### config.mk
export PLATFORM = sky130hd
export DESIGN_NAME = hdr_fetch_ctrl
export DESIGN_NICKNAME = d
export VERILOG_FILES = /design/src/rtl/hdr_fetch_pkg.sv /design/src/rtl/hdr_tag_decode.sv /design/src/rtl/hdr_out_pipe.sv /design/src/rtl/hdr_fetch_fsm.sv /design/src/rtl/hdr_fetch_ctrl.sv
export SDC_FILE = /design/constraint.sdc
export NUM_CORES = 1
export LEC_CHECK = 0
export BUFFER_PORTS_ARGS = -buffer_cell sky130_fd_sc_hd__buf_2
export CORE_MARGIN = 8
export CORE_UTILIZATION = 47
export CTS_CLUSTER_DIAMETER = 40
export DETAILED_ROUTE_END_ITERATION = 8
export PLACE_DENSITY = 0.73
export SETUP_SLACK_MARGIN = 0.5
export SLEW_MARGIN = 20
export SYNTH_ARGS = -nofsm -noshare
export SYNTH_HDL_FRONTEND = slang
export SYNTH_SLANG_ARGS = --single-unit
export TNS_END_PERCENT = 50
### constraint.sdc
create_clock -name clk -period 1.5 [get_ports clk]
set_input_delay 0.15 -clock clk [delete_from_list [all_inputs] [get_ports clk]]
set_output_delay 0.15 -clock clk [all_outputs]
set_load 0.005 [all_outputs]
### src/rtl/hdr_fetch_pkg.sv
`timescale 1ns/1ps
package hdr_fetch_pkg;
  typedef enum logic [2:0] {
    ST_IDLE,
    ST_FETCH,
    ST_HOLD,
    ST_REQ,
    ST_REL
  } fetch_st_e;

  localparam int unsigned HDR_PKT_VAL   = 0;
  localparam int unsigned HDR_SHORT_VAL = 1;
endpackage

### src/rtl/hdr_tag_decode.sv
`timescale 1ns/1ps
module hdr_tag_decode #(
  parameter bit PKT_VAL   = 1'b0,
  parameter bit SHORT_VAL = 1'b1
) (
  input  logic pkt_tag,
  input  logic short_tag,
  output logic hit
);
  // purely combinational so the release of the read enable needs no edge
  assign hit = (pkt_tag == PKT_VAL) && (short_tag == SHORT_VAL);
endmodule

### src/rtl/hdr_out_pipe.sv
`timescale 1ns/1ps
module hdr_out_pipe #(
  parameter int W     = 32,
  parameter int DEPTH = 2
) (
  input  logic             clk,
  input  logic             rst_n,
  input  logic [W-1:0]     din,
  input  logic             mark_in,
  output logic [W-1:0]     dout,
  output logic [DEPTH-1:0] mark_vec
);
  logic [W-1:0] stage_q [DEPTH];
  logic [DEPTH-1:0] mark_q;

  generate
    for (genvar s = 0; s < DEPTH; s++) begin : g_stage
      if (s == 0) begin : g_first
        always_ff @(posedge clk) begin
          if (!rst_n) begin
            stage_q[s] <= '0;
            mark_q[s]  <= 1'b0;
          end else begin
            stage_q[s] <= din;
            mark_q[s]  <= mark_in;
          end
        end
      end else begin : g_next
        always_ff @(posedge clk) begin
          if (!rst_n) begin
            stage_q[s] <= '0;
            mark_q[s]  <= 1'b0;
          end else begin
            stage_q[s] <= stage_q[s-1];
            mark_q[s]  <= mark_q[s-1];
          end
        end
      end
    end
  endgenerate

  assign dout     = stage_q[DEPTH-1];
  assign mark_vec = mark_q;
endmodule

### src/rtl/hdr_fetch_fsm.sv
`timescale 1ns/1ps
module hdr_fetch_fsm
  import hdr_fetch_pkg::*;
(
  input  logic clk,
  input  logic rst_n,
  input  logic host_req,
  input  logic fifo_not_empty,
  input  logic tag_hit,
  input  logic conn_resolved,
  input  logic hdr_near,
  output logic fifo_rd_n,
  output logic pipe_ld,
  output logic chan_req,
  output logic rd_release
);
  fetch_st_e state_q;
  logic rd_en_q, armed_q, req_q;
  logic match;

  // tags are ignored in the first fetch cycle: the register may hold a stale word
  assign match = (state_q == ST_FETCH) && armed_q && tag_hit;

  always_ff @(posedge clk) begin
    if (!rst_n) begin
      state_q <= ST_IDLE;
      rd_en_q <= 1'b0;
      armed_q <= 1'b0;
      req_q   <= 1'b0;
    end else if (!host_req) begin
      state_q <= ST_IDLE;
      rd_en_q <= 1'b0;
      armed_q <= 1'b0;
      req_q   <= 1'b0;
    end else begin
      unique case (state_q)
        ST_IDLE: begin
          if (fifo_not_empty) begin
            state_q <= ST_FETCH;
            rd_en_q <= 1'b1;
            armed_q <= 1'b0;
          end
        end
        ST_FETCH: begin
          armed_q <= 1'b1;
          if (match) begin
            state_q <= ST_HOLD;
            rd_en_q <= 1'b0;
            armed_q <= 1'b0;
          end
        end
        ST_HOLD: begin
          if (hdr_near) begin
            req_q   <= 1'b1;
            state_q <= ST_REQ;
          end
        end
        ST_REQ: begin
          if (conn_resolved) state_q <= ST_REL;
        end
        ST_REL: state_q <= ST_REL;
        default: state_q <= ST_IDLE;
      endcase
    end
  end

  assign fifo_rd_n  = !rd_en_q || match;
  assign pipe_ld    = match;
  assign chan_req   = req_q;
  assign rd_release = (state_q == ST_REL);


  first_cycle_read_chk: assert property (@(posedge clk) disable iff (!rst_n)
    $rose(rd_en_q) |-> !fifo_rd_n);

  no_read_wait_chk: assert property (@(posedge clk) disable iff (!rst_n)
    (state_q inside {ST_HOLD, ST_REQ, ST_REL}) |-> fifo_rd_n);

  drop_idle_chk: assert property (@(posedge clk) disable iff (!rst_n)
    !host_req |=> (fifo_rd_n && !chan_req && !rd_release));

  release_chk: assert property (@(posedge clk) disable iff (!rst_n)
    (chan_req && conn_resolved && host_req) |=> rd_release);
endmodule

### src/rtl/hdr_fetch_ctrl.sv
`timescale 1ns/1ps
module hdr_fetch_ctrl #(
  parameter int W     = 32,
  parameter int DEPTH = 2
) (
  input  logic         clk,
  input  logic         rst_n,
  input  logic         host_req,
  input  logic         fifo_not_empty,
  input  logic         fifo_pkt_tag,
  input  logic         fifo_short_tag,
  input  logic [W-1:0] fifo_word,
  input  logic         conn_resolved,
  output logic         fifo_rd_n,
  output logic         pipe_ld,
  output logic [W-1:0] chan_data,
  output logic         chan_req,
  output logic         rd_release
);
  localparam int NEAR_IDX = DEPTH - 2;

  logic tag_hit;
  logic [DEPTH-1:0] mark_vec;

  hdr_tag_decode #(
    .PKT_VAL   (1'(hdr_fetch_pkg::HDR_PKT_VAL)),
    .SHORT_VAL (1'(hdr_fetch_pkg::HDR_SHORT_VAL))
  ) u_dec (
    .pkt_tag   (fifo_pkt_tag),
    .short_tag (fifo_short_tag),
    .hit       (tag_hit)
  );

  hdr_out_pipe #(.W(W), .DEPTH(DEPTH)) u_pipe (
    .clk      (clk),
    .rst_n    (rst_n),
    .din      (fifo_word),
    .mark_in  (pipe_ld),
    .dout     (chan_data),
    .mark_vec (mark_vec)
  );

  hdr_fetch_fsm u_fsm (
    .clk            (clk),
    .rst_n          (rst_n),
    .host_req       (host_req),
    .fifo_not_empty (fifo_not_empty),
    .tag_hit        (tag_hit),
    .conn_resolved  (conn_resolved),
    .hdr_near       (mark_vec[NEAR_IDX]),
    .fifo_rd_n      (fifo_rd_n),
    .pipe_ld        (pipe_ld),
    .chan_req       (chan_req),
    .rd_release     (rd_release)
  );


  req_at_header_chk: assert property (@(posedge clk) disable iff (!rst_n)
    $rose(chan_req) |-> mark_vec[DEPTH-1]);

  match_frees_rd_chk: assert property (@(posedge clk) disable iff (!rst_n)
    pipe_ld |-> (fifo_rd_n && tag_hit));
endmodule

==> results of run 1 <==
cell usage after synthesis:
cell type,instances
a2111oi_2,1
a21bo_2,1
a21oi_1,2
a22oi_1,1
a31oi_1,2
and2_1,65
and4bb_2,1
buf_2,2
buf_4,1
buf_6,1
clkbuf_1,5
dfxtp_1,71
inv_1,1
mux2i_1,1
nand2_1,2
nand2b_1,1
nand3_1,1
nand3b_1,1
nor2_1,5
nor2b_4,1
nor3_1,1
nor3b_1,2
nor3b_4,1
o22ai_1,1
o31ai_1,1
cell type report:
| cell class | instances | area (µm²) |
|---|---|---|
| inverters | 1 | 3.75 |
| fillers | 340 | 1520 |
| multi-input cells | 91 | 628 |
| clock buffers | 12 | 135 |
| flip-flops and latches | 71 | 1430 |
| repair buffers | 82 | 437 |
| well taps | 52 | 65.1 |
| clock inverters | 4 | 70.1 |
what timing repair did:
item	in CTS	in global routing
gates resized for setup	7	5
setup buffers	2	4
setup endpoints to repair	8	9
pin swaps	3	1
kinds of logic after synthesis:
logic type             Yosys count
flip-flops                      71
buffers and inverters           10
AO/OA/AOI/OAI                    9
AND/OR/NAND/NOR                 81
multiplexers                     1
stage by stage:
step	hold slack, ns	instance area (µm²)	power (mW)	cells	setup slack, ns
after floorplan	0.277	2070	2.12	172	0.416
after global placement	0.355	2470	2.21	291	0.356
after detailed placement	0.358	2470	2.22	291	0.316
after CTS	0.0102	2710	3.78	309	0.0475
after global routing	0.00584	2770	3.90	313	-0.0294
final	0.0281	2770	3.73	313	0.0570
report_power, final:
part / total [mW] / leakage [nW] / switching (mW) / internal [mW]
clock network: 1.55 / 0.104 / 0.619 / 0.933
logic: 0.194 / 0.612 / 0.0809 / 0.113
registers: 1.98 / 0.589 / 0.0188 / 1.96
total: 3.73 / 1.31 / 0.719 / 3.01
worst max-delay path: stages, from the launching register on:
cell	delay [ns]
dfxtp_2	0.32
nand3b_1	0.13
nor3b_4	0.26
nand2b_4	0.16
buf_2	0.10
worst min path at each step:
stage | from | end | cells after the start
final | fifo_word[27] | u_pipe.stage_q[0][27]$_SDFF_PN0_ | 2
after global routing | fifo_word[24] | u_pipe.stage_q[0][24]$_SDFF_PN0_ | 2
after CTS | fifo_word[20] | u_pipe.stage_q[0][20]$_SDFF_PN0_ | 2
after detailed placement | fifo_word[14] | u_pipe.stage_q[0][14]$_SDFF_PN0_ | 2
after global placement | fifo_word[2] | u_pipe.stage_q[0][2]$_SDFF_PN0_ | 2
after floorplan | fifo_word[0] | u_pipe.stage_q[0][0]$_SDFF_PN0_ | 1
registers in the layout (all words and copies together), names as in the netlist:
register         flops
u_pipe.mark_vec      1
u_fsm.state_q        3
u_pipe.stage_q      64
u_fsm.rd_en_q        1
u_fsm.armed_q        1
u_fsm.chan_req       1
routing by layer:
| metal | track usage [%] | up-vias |
|---|---|---|
| met1 | 13.0 | 599 |
| met4 | 6.84 | 0 |
| met3 | 5.52 | 6 |
| met5 | 0 | - |
| li1 | - | 705 |
| met2 | 19.7 | 49 |
==> summary.txt, run 1 <==
Yosys
  • Post-synthesis xor/xnor area fraction: 0%
  • Synth Cell Area: 0.00207 mm²
  • Net count after synthesis: 211
  • Complex-gate fraction of the synthesized area: 3.33%
  • Average size of a mapped cell: 12.0 µm²
  • Post-Synthesis Cells: 172
  • Post-synthesis mux area share: 0.484%
  • Adder-cell share of the synthesized area: 0%
  • Post-synth top area cell: dfxtp_1
  • Synthesized flop and latch total: 71
  • Largest family of logic cells by synthesized area: simple AND/OR/NAND/NOR gates
  • Synth unique cells: 25
  • Post-synth top area share: 68.7%
  • Synth Warn #: 0
  • Simple-gate area share of the yosys netlist: 25.0%
  • Top cells by area, synth: dfxtp_1, and2_1, clkbuf_1
  • Post-synthesis sequential area ratio: 68.7%

STA
  • Final Max Slew Viols: 0
  • Worst Max-Slew Pin Slew: 0.428 ns
  • RSZ-0062 raised after global routing: true
  • Total negative slack: 0 ns
  • Highest Clock Rate: 693 MHz
  • Fin Clk Skew: 0.00726 ns
  • Post-route minimum period: 1.44 ns
  • # setup viols final: 0
  • Final Cycle Share: 96.2%
  • Worst slew margin: 71.5%
  • Final hold viol count: 0

Critical path
  • Worst path required time: 1.35 ns
  • CP Class: flip-flop to output port
  • Arrival time worst endpoint: 1.29 ns
  • Reg2reg setup slack: 0.27 ns
  • Worst r2r path cells: 5
  • Crit path capture type: output port
  • Crit Path Max Fanout: 3
  • FF-to-FF End: u_fsm.state_q[0]$_SDFFE_PN0P_
  • Setup crit start kind: flip-flop
  • Setup crit end: fifo_rd_n
  • Reg-to-reg startpoint: u_fsm.armed_q$_SDFFE_PN0P_
  • Worst Setup SP: u_fsm.armed_q$_SDFFE_PN0P_

CTS
  • Hold-fix buffers, CTS: 0
  • H-tree lvl count: 3
  • Clk root buf: clkbuf_8
  • CTS tree: yes
  • Total CTS buffers: 9
  • Sink Count: 71
  • Clk slew on worst S/H paths: 0.07 ns
  • Clock latency on the worst-skew pair: 0.32 ns
  • Clk buf depth: 2

Floorplanning
  • Starting Density: 48.2%
  • Die footprint: 0.00678 mm²
  • Core Box Area: 0.00429 mm²
  • Num ports: 75
  • DIE HEIGHT: 82.3 µm
  • Row Count: 24
  • Die W: 82.3 µm

Outcome
  • Status: finished, final reports clean

Final layout
  • Net count, final: 295
  • Commonest non-fill, non-tap cell in the layout: buf_2
  • Layout cells sized above 1: 41.0%
  • Inserted Diodes: 0
  • Finished Core Util: 64.5%
  • Most frequent cells in the layout: buf_2, dfxtp_1, and2_1
  • Area Overhead vs Synth: 33.9%

Drt
  • Vias/cell: 4.34
  • Met2 WL: 1980 µm
  • Vias: 1359
  • Residual DRC: 0
  • Final wirelength: 4090 µm
  • Met3 routed WL: 451 µm
  • DRT iter0 DRCs: 50
  • 1st-pass router iterations: 4
  • Wire per inst: 13.1 µm
  • Met1 wire length: 1610 µm
  • Top Metal Used: met4
  • Routed Antenna Nets: 0

Power and ir drop
  • Worst vdd rail ir drop: 720 µV
  • PwrDens: 1350 mW/mm²
  • Leak: 1.31 nW

Job
  • Max-cap viol count: 0

GRT
  • Pin count of the biggest net entering global routing: 66
  • Total track usage: 12.2%
  • Antenna violations before repair: 0
  • Vias in the first global route: 1358
  • First-pass GRT wire length: 6200 µm
  • Grt total ovfl: 0

Min path
  • Hold Path Class: input pin to flip-flop

Place
  • # port buffers: 74
  • DP HPWL: 2810 µm
  • Gpl congestion: 0.708
(Power assumes the default switching activity.)
==> run 2: changes to the inputs <==
--- a/config.mk
+++ b/config.mk
@@ -6,13 +6,14 @@
 export NUM_CORES = 1
 export LEC_CHECK = 0
 export BUFFER_PORTS_ARGS = -buffer_cell sky130_fd_sc_hd__buf_2
+export CORE_ASPECT_RATIO = 1.75
 export CORE_MARGIN = 8
 export CORE_UTILIZATION = 47
 export CTS_CLUSTER_DIAMETER = 40
 export DETAILED_ROUTE_END_ITERATION = 8
 export PLACE_DENSITY = 0.73
 export SETUP_SLACK_MARGIN = 0.5
-export SLEW_MARGIN = 20
+export SLEW_MARGIN = 5
 export SYNTH_ARGS = -nofsm -noshare
 export SYNTH_HDL_FRONTEND = slang
 export SYNTH_SLANG_ARGS = --single-unit
==> run 2 against run 1 <==
Effect of this change: flip-flop and latch count unchanged; critical endpoint unchanged; die area up 1.2%; sequential share of layout area decreased by 0.87 points.
==> summary.txt, run 2 (same netlist as run 1, synthesis figures left out) <==
CTS
  • CTS tree: yes (unchanged)
  • H-tree lvl count: 3 (unchanged)
  • Clk slew on worst S/H paths: 0.07 ns (about the same)
  • Clock latency on the worst-skew pair: 0.33 ns (was 0.32 ns)
  • Hold-fix buffers, CTS: 0 (unchanged)
  • Total CTS buffers: 9 (unchanged)
  • Clk root buf: clkbuf_8 (unchanged)
  • Sink Count: 71 (unchanged)
  • Clk buf depth: 2 (unchanged)

Critical path
  • Reg-to-reg startpoint: u_fsm.state_q[0]$_SDFFE_PN0P_ (was u_fsm.armed_q$_SDFFE_PN0P_)
  • Crit path capture type: output port (unchanged)
  • Worst r2r path cells: 6 (was 5)
  • Reg2reg setup slack: 0.32 ns (was 0.27 ns)
  • FF-to-FF End: u_fsm.armed_q$_SDFFE_PN0P_ (was u_fsm.state_q[0]$_SDFFE_PN0P_)
  • Arrival time worst endpoint: 1.25 ns (was 1.29 ns)
  • Worst-path cell chain: nor2b_4 > nor3b_4 > nand2b_1 > buf_2 (was nand3b_1 > nor3b_4 > nand2b_4 > buf_2)
  • Setup crit end: fifo_rd_n (unchanged)
  • Worst path required time: 1.35 ns (about the same)
  • Slowest stage delay, CP: 0.34 ns (was 0.32 ns)
  • Setup crit start kind: flip-flop (unchanged)
  • Crit Path Max Fanout: 3 (unchanged)
  • Worst Setup SP: u_fsm.state_q[0]$_SDFFE_PN0P_ (was u_fsm.armed_q$_SDFFE_PN0P_)
  • CP Class: flip-flop to output port (unchanged)
  • CP max stage cell: dfxtp_2 (unchanged)

Power and ir drop
  • Psw: 0.757 mW (was 0.719 mW)
  • Leak: 1.33 nW (was 1.31 nW)
  • Seq pwr share: 49.7% (was 53.2%)
  • Clk pwr share: 45.3% (was 41.6%)
  • Gate power share: 5.0% (was 5.2%)
  • Worst vdd rail ir drop: 958 µV (was 720 µV)
  • Sw Share: 19.0% (was 19.3%)
  • Total internal power: 3.23 mW (was 3.01 mW)
  • PnR Total Power: 3.99 mW (was 3.73 mW)
  • PwrDens: 1420 mW/mm² (was 1350 mW/mm²)

Final layout
  • Finished Layout Cells: 315 (was 313)
  • Max FFs per register: 64 (unchanged)
  • Layout cells sized above 1: 41.7% (was 41.0%)
  • Final Instance Area: 0.00281 mm² (was 0.00277 mm²)
  • Top reg by flops: u_pipe.stage_q (unchanged)
  • Commonest non-fill, non-tap cell in the layout: buf_2 (unchanged)
  • Inserted Diodes: 0 (unchanged)
  • Largest registers: u_pipe.stage_q: 64 flops, u_fsm.state_q: 3 flops (unchanged)
  • Area Overhead vs Synth: 36.0% (was 33.9%)
  • Net count, final: 298 (was 295)
  • Most frequent cells in the layout: buf_2, dfxtp_1, and2_1 (unchanged)
  • Finished Core Util: 65.0% (was 64.5%)

Min path
  • Min-delay src: fifo_word[10] (was fifo_word[27])
  • Hold Path Class: input pin to flip-flop (unchanged)

STA
  • Total negative slack: 0 ns (unchanged)
  • Final Cycle Share: 93.6% (was 96.2%)
  • Fin Hold WS: 0.0205 ns (was 0.0281 ns)
  • Fin Clk Skew: 0.00438 ns (was 0.00726 ns)
  • Worst slew margin: 79.3% (was 71.5%)
  • Highest Clock Rate: 712 MHz (was 693 MHz)
  • # setup viols final: 0 (unchanged)
  • Post-route minimum period: 1.40 ns (was 1.44 ns)
  • Final Max Slew Viols: 0 (unchanged)
  • Worst Max-Slew Pin Slew: 0.309 ns (was 0.428 ns)
  • RSZ-0062 raised after global routing: true (unchanged)
  • Final hold viol count: 0 (unchanged)
  • Post-layout worst setup margin: 0.0964 ns (was 0.0570 ns)

Floorplanning
  • Starting Density: 47.8% (was 48.2%)
  • Core Box Area: 0.00432 mm² (was 0.00429 mm²)
  • Die W: 66.1 µm (was 82.3 µm)
  • Die footprint: 0.00686 mm² (was 0.00678 mm²)
  • DIE HEIGHT: 104 µm (was 82.3 µm)
  • Row Count: 32 (was 24)
  • Num ports: 75 (unchanged)

Drt
  • Wire per inst: 13.2 µm (was 13.1 µm)
  • Vias/cell: 4.38 (was 4.34)
  • Residual DRC: 0 (unchanged)
  • Routed Antenna Nets: 0 (unchanged)
  • 1st-pass router iterations: 4 (unchanged)
  • Vias: 1380 (was 1359)
  • DRT iter0 DRCs: 87 (was 50)
  • Final wirelength: 4160 µm (was 4090 µm)

Place
  • DP Cell Count: 291 (unchanged)
  • Post-DP Area: 0.00248 mm² (was 0.00247 mm²)
  • Gpl congestion: 0.699 (was 0.708)
  • # port buffers: 74 (unchanged)
  • Worst slack, placed: 0.311 ns (was 0.316 ns)
  • DP HPWL: 2910 µm (was 2810 µm)

Outcome
  • Status: finished, final reports clean (unchanged)

Job
  • Max-cap viol count: 0 (unchanged)

GRT
  • Grt total ovfl: 0 (unchanged)
  • Total track usage: 12.8% (was 12.2%)
  • Vias in the first global route: 1434 (was 1358)
  • Pin count of the biggest net entering global routing: 36 (was 66)
  • Antenna violations before repair: 0 (unchanged)
  • First-pass GRT wire length: 6730 µm (was 6200 µm)
==> run 2: cell count changes in the layout (fill, tap and decap cells not counted), moves of 2 or more <==
cell	previous run	this run
clkbuf_1	3	1
buf_4	8	10
clkinvlp_4	0	2
clkinv_2	2	0
==> run 2: layout make-up <==
type | instances | area, µm²
flip-flops and latches | 71 | 1430
multi-input cells | 91 | 613
well taps | 51 | 63.8
inverters | 1 | 3.75
clock inverters | 5 | 105
repair buffers | 85 | 457
fillers | 367 | 1510
clock buffers | 11 | 141
==> run 2: power by group through the flow <==
stage | sequential [mW] | clock [mW] | combinational [mW]
3_3_place_gp | 2.03 | 0 | 0.188
6_report | 1.98 | 1.81 | 0.201
4_1_cts | 1.98 | 1.85 | 0.194
5_1_grt | 1.99 | 1.95 | 0.226
3_5_place_dp | 2.03 | 0 | 0.192
2_1_floorplan | 2.03 | 0 | 0.0868
==> run 2: timing repair <==
action                                 4_1_cts  5_1_grt
pin swaps                                    3        2
buffers inserted                             4        4
gates cloned                                 0        0
resized for setup                            7        1
endpoints found under the hold margin        0        0
setup endpoints to repair                    6        9
==> run 2: critical path: cells and delay by family (launching register included) <==
kind                   cells  cell delay, ns
buffers and inverters      1            0.11
AND/OR/NAND/NOR            3            0.49
flip-flops                 1            0.34
==> run 2: worst min path at each step <==
| stage | endpoint | slack, ns | cells past startpoint |
|---|---|---|---|
| finish | u_pipe.stage_q[0][10]$_SDFF_PN0_ | 0.02 | 2 |
| global route | u_pipe.stage_q[0][7]$_SDFF_PN0_ | 0.002 | 2 |
| detailed placement | u_pipe.stage_q[0][12]$_SDFF_PN0_ | 0.36 | 2 |
| CTS | u_pipe.stage_q[0][10]$_SDFF_PN0_ | 0.003 | 2 |
| floorplan | u_pipe.stage_q[0][0]$_SDFF_PN0_ | 0.28 | 1 |
| global placement | u_pipe.stage_q[0][21]$_SDFF_PN0_ | 0.36 | 2 |
==> run 2: layer usage <==
metal / track usage, % / vias up / share of wire (%)
met5: 0 / - / 0
met4: 7.83 / 0 / 2.1
met2: 19.8 / 60 / 49
met3: 6.69 / 9 / 11
met1: 13.0 / 599 / 38
li1: - / 712 / -
